<file path="src/rtl/dbg_ctl_pkg.sv">
package dbg_ctl_pkg;

    localparam int REG_W      = 8;
    localparam int HALT_POS   = 7;
    localparam int BRKEN_POS  = 6;
    localparam int ACKEN_POS  = 5;
    localparam int RSVD_LO    = 1;
    localparam int RSVD_HI    = 4;
    localparam int RSVD_W     = RSVD_HI - RSVD_LO + 1;
    localparam int SYSRST_POS = 0;

    typedef struct packed {
        logic              halt;
        logic              brk_en;
        logic              ack_en;
        logic [RSVD_W-1:0] rsvd;
        logic              sys_rst;
    } ctl_reg_t;

    typedef struct packed {
        logic wr;
        logic halt;
        logic brk_en;
        logic ack_en;
        logic sys_rst;
    } host_req_t;

    function automatic host_req_t decode_write(input logic wr, input logic [REG_W-1:0] d);
        host_req_t r;
        r.wr      = wr;
        r.halt    = d[HALT_POS];
        r.brk_en  = d[BRKEN_POS];
        r.ack_en  = d[ACKEN_POS];
        r.sys_rst = d[SYSRST_POS];
        return r;
    endfunction

    function automatic logic [REG_W-1:0] pack_reg(input ctl_reg_t c);
        logic [REG_W-1:0] v;
        v             = '0;
        v[HALT_POS]   = c.halt;
        v[BRKEN_POS]  = c.brk_en;
        v[ACKEN_POS]  = c.ack_en;
        v[SYSRST_POS] = c.sys_rst;
        return v;
    endfunction

endpackage

</file>
<file path="src/rtl/dbg_cfg_reg.sv">
module dbg_cfg_reg
    import dbg_ctl_pkg::*;
(
    input  logic      clk,
    input  logic      rst,
    input  host_req_t req,
    output logic      brk_en,
    output logic      ack_en
);

    always_ff @(posedge clk) begin
        if (rst) begin
            brk_en <= 1'b0;
            ack_en <= 1'b0;
        end else if (req.wr) begin
            brk_en <= req.brk_en;
            ack_en <= req.ack_en;
        end
    end

endmodule

</file>
<file path="src/rtl/dbg_halt_ctl.sv">
module dbg_halt_ctl
    import dbg_ctl_pkg::*;
(
    input  logic      clk,
    input  logic      rst,
    input  host_req_t req,
    input  logic      brk_strobe,
    input  logic      brk_en,
    input  logic      ack_en,
    input  logic      rd_protect,
    output logic      halt,
    output logic      ack_pulse
);

    logic brk_hit;
    logic host_set;
    logic host_clr;
    logic halt_nxt;

    always_comb begin
        brk_hit  = brk_strobe && brk_en;
        host_set = req.wr && req.halt;
        host_clr = req.wr && !req.halt && !rd_protect;
        halt_nxt = halt;
        if (brk_hit || host_set)
            halt_nxt = 1'b1;
        else if (host_clr)
            halt_nxt = 1'b0;
    end

    always_ff @(posedge clk) begin
        if (rst) begin
            halt      <= 1'b0;
            ack_pulse <= 1'b0;
        end else begin
            halt      <= halt_nxt;
            ack_pulse <= brk_hit && ack_en && !halt;
        end
    end

endmodule

</file>
<file path="src/rtl/dbg_sysrst_ctl.sv">
module dbg_sysrst_ctl
    import dbg_ctl_pkg::*;
(
    input  logic      clk,
    input  logic      rst,
    input  host_req_t req,
    input  logic      seq_done,
    output logic      rst_req
);

    always_ff @(posedge clk) begin
        if (rst)
            rst_req <= 1'b0;
        else if (req.wr && req.sys_rst)
            rst_req <= 1'b1;
        else if (seq_done)
            rst_req <= 1'b0;
    end

endmodule

</file>
<file path="src/rtl/dbg_ctl_unit.sv">
module dbg_ctl_unit
    import dbg_ctl_pkg::*;
#(
    parameter logic [REG_W-1:0] ACK_CODE = 8'hFF
) (
    input  logic             clk,
    input  logic             rst,
    input  logic             host_wr_en,
    input  logic [REG_W-1:0] host_wr_data,
    input  logic             brk_decoded,
    input  logic             rd_protect,
    input  logic             rst_seq_done,
    output logic             cpu_stall,
    output logic             ack_req,
    output logic [REG_W-1:0] ack_data,
    output logic             sys_rst_req,
    output logic [REG_W-1:0] reg_rdata
);

    host_req_t req;
    ctl_reg_t  ctl;

    assign req = decode_write(host_wr_en, host_wr_data);

    dbg_cfg_reg i_cfg (
        .clk    (clk),
        .rst    (rst),
        .req    (req),
        .brk_en (ctl.brk_en),
        .ack_en (ctl.ack_en)
    );

    dbg_halt_ctl i_halt (
        .clk        (clk),
        .rst        (rst),
        .req        (req),
        .brk_strobe (brk_decoded),
        .brk_en     (ctl.brk_en),
        .ack_en     (ctl.ack_en),
        .rd_protect (rd_protect),
        .halt       (ctl.halt),
        .ack_pulse  (ack_req)
    );

    dbg_sysrst_ctl i_sysrst (
        .clk      (clk),
        .rst      (rst),
        .req      (req),
        .seq_done (rst_seq_done),
        .rst_req  (ctl.sys_rst)
    );

    assign ctl.rsvd   = '0;
    assign cpu_stall  = ctl.halt;
    assign sys_rst_req = ctl.sys_rst;
    assign ack_data   = ACK_CODE;
    assign reg_rdata  = pack_reg(ctl);

endmodule

</file>
<file path="config.mk">
export PLATFORM = sky130hd
export DESIGN_NAME = dbg_ctl_unit
export DESIGN_NICKNAME = d
export VERILOG_FILES = /design/src/rtl/dbg_ctl_pkg.sv /design/src/rtl/dbg_cfg_reg.sv /design/src/rtl/dbg_halt_ctl.sv /design/src/rtl/dbg_sysrst_ctl.sv /design/src/rtl/dbg_ctl_unit.sv
export SDC_FILE = /design/constraint.sdc
export NUM_CORES = 1
export LEC_CHECK = 0
export ABC_AREA = 1
export BUFFER_PORTS_ARGS = -buffer_cell sky130_fd_sc_hd__buf_2
export CAP_MARGIN = 40
export CORE_AREA = 4 4 41 43
export DETAILED_ROUTE_END_ITERATION = 10
export DIE_AREA = 0 0 45 47
export PLACE_DENSITY_LB_ADDON = 0.2
export SYNTH_ARGS = -nofsm -noshare
export SYNTH_HDL_FRONTEND = slang
export SYNTH_SLANG_ARGS = --single-unit
</file>
<file path="constraint.sdc">
create_clock -name clk -period 1.55 [get_ports clk]
set_input_delay 0.0775 -clock clk [delete_from_list [all_inputs] [get_ports clk]]
set_output_delay 0.0775 -clock clk [all_outputs]
set_load 0.05 [all_outputs]
</file>
**After elaboration in Yosys (flattened, before gate mapping)**

Index checks and enable logic that the tools add are counted.

- Bits in registers: 5
- Latch bits: 0
- RAM bits: 0
- ROM bits: 0
- Input bits: 14
- Output and inout port bits: 19
- Word-level logic and storage cells: 22
- Memories kept: 0

- $add $sub $neg: 0
- $mul: 0
- Divide/modulo/power cells: 0
- Magnitude comparators: 0
- Eq/ne operators: 0
- Shift operators: 0
- Mux-type cells: 4
- Bitwise logic cells: 0
- Reduce and logical (&&, ||, !) cells: 13

Operators with widths:

| kind | number |
|---|---|
| $logic_and 1x1->1 | 7 |
| $mux 1 | 4 |
| $reduce_bool 2->1 | 2 |
| $logic_not 1->1 | 3 |
| $logic_or 1x1->1 | 1 |

**Logic depth before layout (Yosys ltp)**

- Word-level depth: 5
- Gate-level depth with buffers: 4
- Gate-level depth less buffers: 4

**Modules after synthesis**

From an unflattened synthesis, not the netlist that was laid out.

- Cells, all modules: 46
- Area total of the unflattened synthesis: 319.1 sq um

By module, submodules not included:

| module | times used | cells each | area each (sq um) | seq. area each (sq um) |
|---|---|---|---|---|
| dbg_ctl_unit | 1 | 16 | 112.6 | 0.0 |
| dbg_halt_ctl | 1 | 12 | 85.1 | 40.0 |
| dbg_cfg_reg | 1 | 13 | 81.3 | 40.0 |
| dbg_sysrst_ctl | 1 | 5 | 40.0 | 20.0 |

**Least setup slack after synthesis**

Ideal clock, no wire load.

- Kind: register to output
- Start point: register i_halt.halt
- End point: output reg_rdata[7]
- Arrival: 933 ps
- Data required time: 1472 ps
- Setup slack: 539 ps
- Cell stages (with the launch flop): 2
- Buffers on the path: 1
- Cells stage by stage: dfxtp_1 buf_4

RTL lines:

| item | line | RTL |
|---|---|---|
| start: declaration | dbg_halt_ctl.sv:11 | `output logic halt,` |
| start signal: assignment | dbg_halt_ctl.sv:36 | `halt <= halt_nxt;` |
| end: declaration | dbg_ctl_unit.sv:17 | `output logic [REG_W-1:0] reg_rdata` |

No word-level cell between the ends.

**Final worst setup path**

- Start point: register i_halt.halt
- End point: output cpu_stall

RTL lines:

| item | line | RTL |
|---|---|---|
| end: declaration | dbg_ctl_unit.sv:13 | `output logic cpu_stall,` |

No word-level cell between the ends.

==> impl_metrics.ini <==
[cts]
clkSlewWorstSetupHoldPaths_ns = 0.04
cts_hold_buf = 0
cts_buffers = 3
cts_max_level = 1
clkLatencyLatePin_ns = 0.24
postCtsSetupBuffers = 0
clock_path_buffers = 2
cts_resized = 0
cts_tree = yes
cts_sinks = 5
clock-root-buffer = clkbuf_4

[timing]
fmax_ghz = 1.05
layout_min_cycle_time_ns = 0.955
fin_skew_ns = 0.00268
grt_setup_unrepaired = no
final.period_utilization = 0.616
setup_viol = 0
fin_ws_ns = 0.595
hold_viol = 0
fin_tns_setup_ns = 0
report.final.slew_viol_count = 0

[die]
die_width_um = 45
die_y_um = 47
core_area_um2 = 1300
dieArea_um2 = 2120
ios = 33
std_cell_rows = 13
initial_core_util = 0.246

[setup_path]
worstPathArrival_ns = 0.88
critPathBufInv = 1
crit_slowest_cell = dfxtp_1
critical_path_peak_fanout = 4
worstSetupEndpointType = output port
criticalPathCategory = flop to output port
cp_cell_sequence = buf_2
required_ns = 1.47
startpoint = i_halt.halt$_SDFFE_PP0P_
crit_family = flip-flops
critPathLaunchType = flop
max_stage_delay_ns = 0.36
r2r-start = i_cfg.brk_en$_SDFFE_PP0P_

[synth]
yosysTopAreaCell = buf_4
avgSynthCellArea_um2 = 7.12
synth_area_um2 = 320
ys_top_cells_by_area = buf_4, dfxtp_1, nand2_1
synthCells = 45
synth_cell_types = 10
ys_warn_count = 0
synth_top_area_frac = 0.375
yosys_register_bits = 5
ys_seq_area_frac = 0.313

[place]
dp_hpwl_um = 522
gp_congestion = 0.686
place.port_buffers = 16
place_ws_ns = 0.835
placed_cells = 70

[finish]
syn_to_final_growth_pct = 13.3
nNetsFinal = 74
register_area_um2 = 100
fillers = 168
final_common_cell = buf_2
layout.cells.non_filler = 74
drive_gt1_frac = 0.339
layout_common_cells = buf_2, conb_1, nand2_1
multiInputGateArea_um2 = 119
antenna_cells = 0
fin_util = 0.279

[power]
p_seq_frac = 0.328
pwr-share-clk = 0.342
power_frac_comb = 0.329
intPower_mw = 0.256
leakagePower_nw = 0.221
vdd_drop_max_v = 0.000301
power.share.switching = 0.408
p_sw_mw = 0.176
power_density_nw_per_um2 = 1190

[grt]
grt_first_pass_wirelength_um = 869
grt_max_degree = 7
grtUsageTotal = 0.0624
antenna_found_initial = 0
grt_overflow = 0
grt_pass1_vias = 234

[drt]
ant_nets = 0
dr_total_vias = 253
routed_via_density = 3.42
drc = 0
avgRoutedWirePerCell_um = 8.26
first_iter_violations = 2
wirelength_um = 611
dr.pass1.iters = 2

[hold_path]
min_from = rst
hold_path_class = input port to flop

[flow_run]
cap_violations = 0

[status]
status = complete, no violations
==> state kept, by name, summed over array words and instances (netlist names) <==
name	flops
i_cfg.brk_en	1
i_sysrst.rst_req	1
i_halt.ack_pulse	1
i_cfg.ack_en	1
i_halt.halt	1
==> logic make-up after synthesis <==
kind of cell	count (synthesis)	share of synthesized area
compound gates	4	0.0742
other cells	2	0.0234
flops	5	0.313
buf+inv	21	0.434
simple gates	13	0.156
==> final cells by class <==
class,count,share of cell area
Inverter,5,0.0517
Tap cell,15,0.0517
Multi-Input combinational cell,29,0.328
Sequential cell,5,0.276
Timing Repair Buffer,16,0.221
Clock buffer,4,0.0724
==> cell usage after synthesis (all sizes together) <==
| library cell | instances |
|---|---|
| dfxtp | 5 |
| conb | 2 |
| a21oi | 2 |
| buf | 16 |
| nor3 | 1 |
| o21ai | 2 |
| nand2 | 8 |
| inv | 5 |
| nor2 | 4 |
==> power groups by stage <==
stage / Clock (mW) / Sequential, mW / Combinational (mW)
6_report: 0.148 / 0.142 / 0.142
5_1_grt: 0.169 / 0.143 / 0.150
4_1_cts: 0.156 / 0.142 / 0.143
3_3_place_gp: 0 / 0.144 / 0.142
3_5_place_dp: 0 / 0.144 / 0.142
2_1_floorplan: 0 / 0.157 / 0.136
==> layer usage <==
layer | global-route usage | vias to the layer above | part of all wire
met4 | 0.0702 | 0 | 0.0082
met1 | 0.0680 | 100 | 0.38
met5 | 0 | - | 0
met3 | 0.0383 | 2 | 0.19
li1 | - | 133 | -
met2 | 0.0763 | 18 | 0.42
==> through the flow <==
stage | cell area, um2 | total power [mW] | hold WS, ns
final | 363 | 0.432 | 0.0339
after global routing | 363 | 0.462 | 0.0240
after CTS | 363 | 0.440 | 0.0253
after detailed placement | 337 | 0.287 | 0.280
after global placement | 337 | 0.286 | 0.270
after floorplan | 358 | 0.293 | 0.140
==> worst paths after layout <==
path	end	slack (ns)	depth (start not counted)
min reg2reg	i_halt.ack_pulse$_SDFF_PP0_	0.47	2
min	i_halt.halt$_SDFFE_PP0P_	0.03	2
max	cpu_stall	0.60	1
max reg2reg	i_halt.halt$_SDFFE_PP0P_	0.88	4
(Power assumes the default switching activity.)
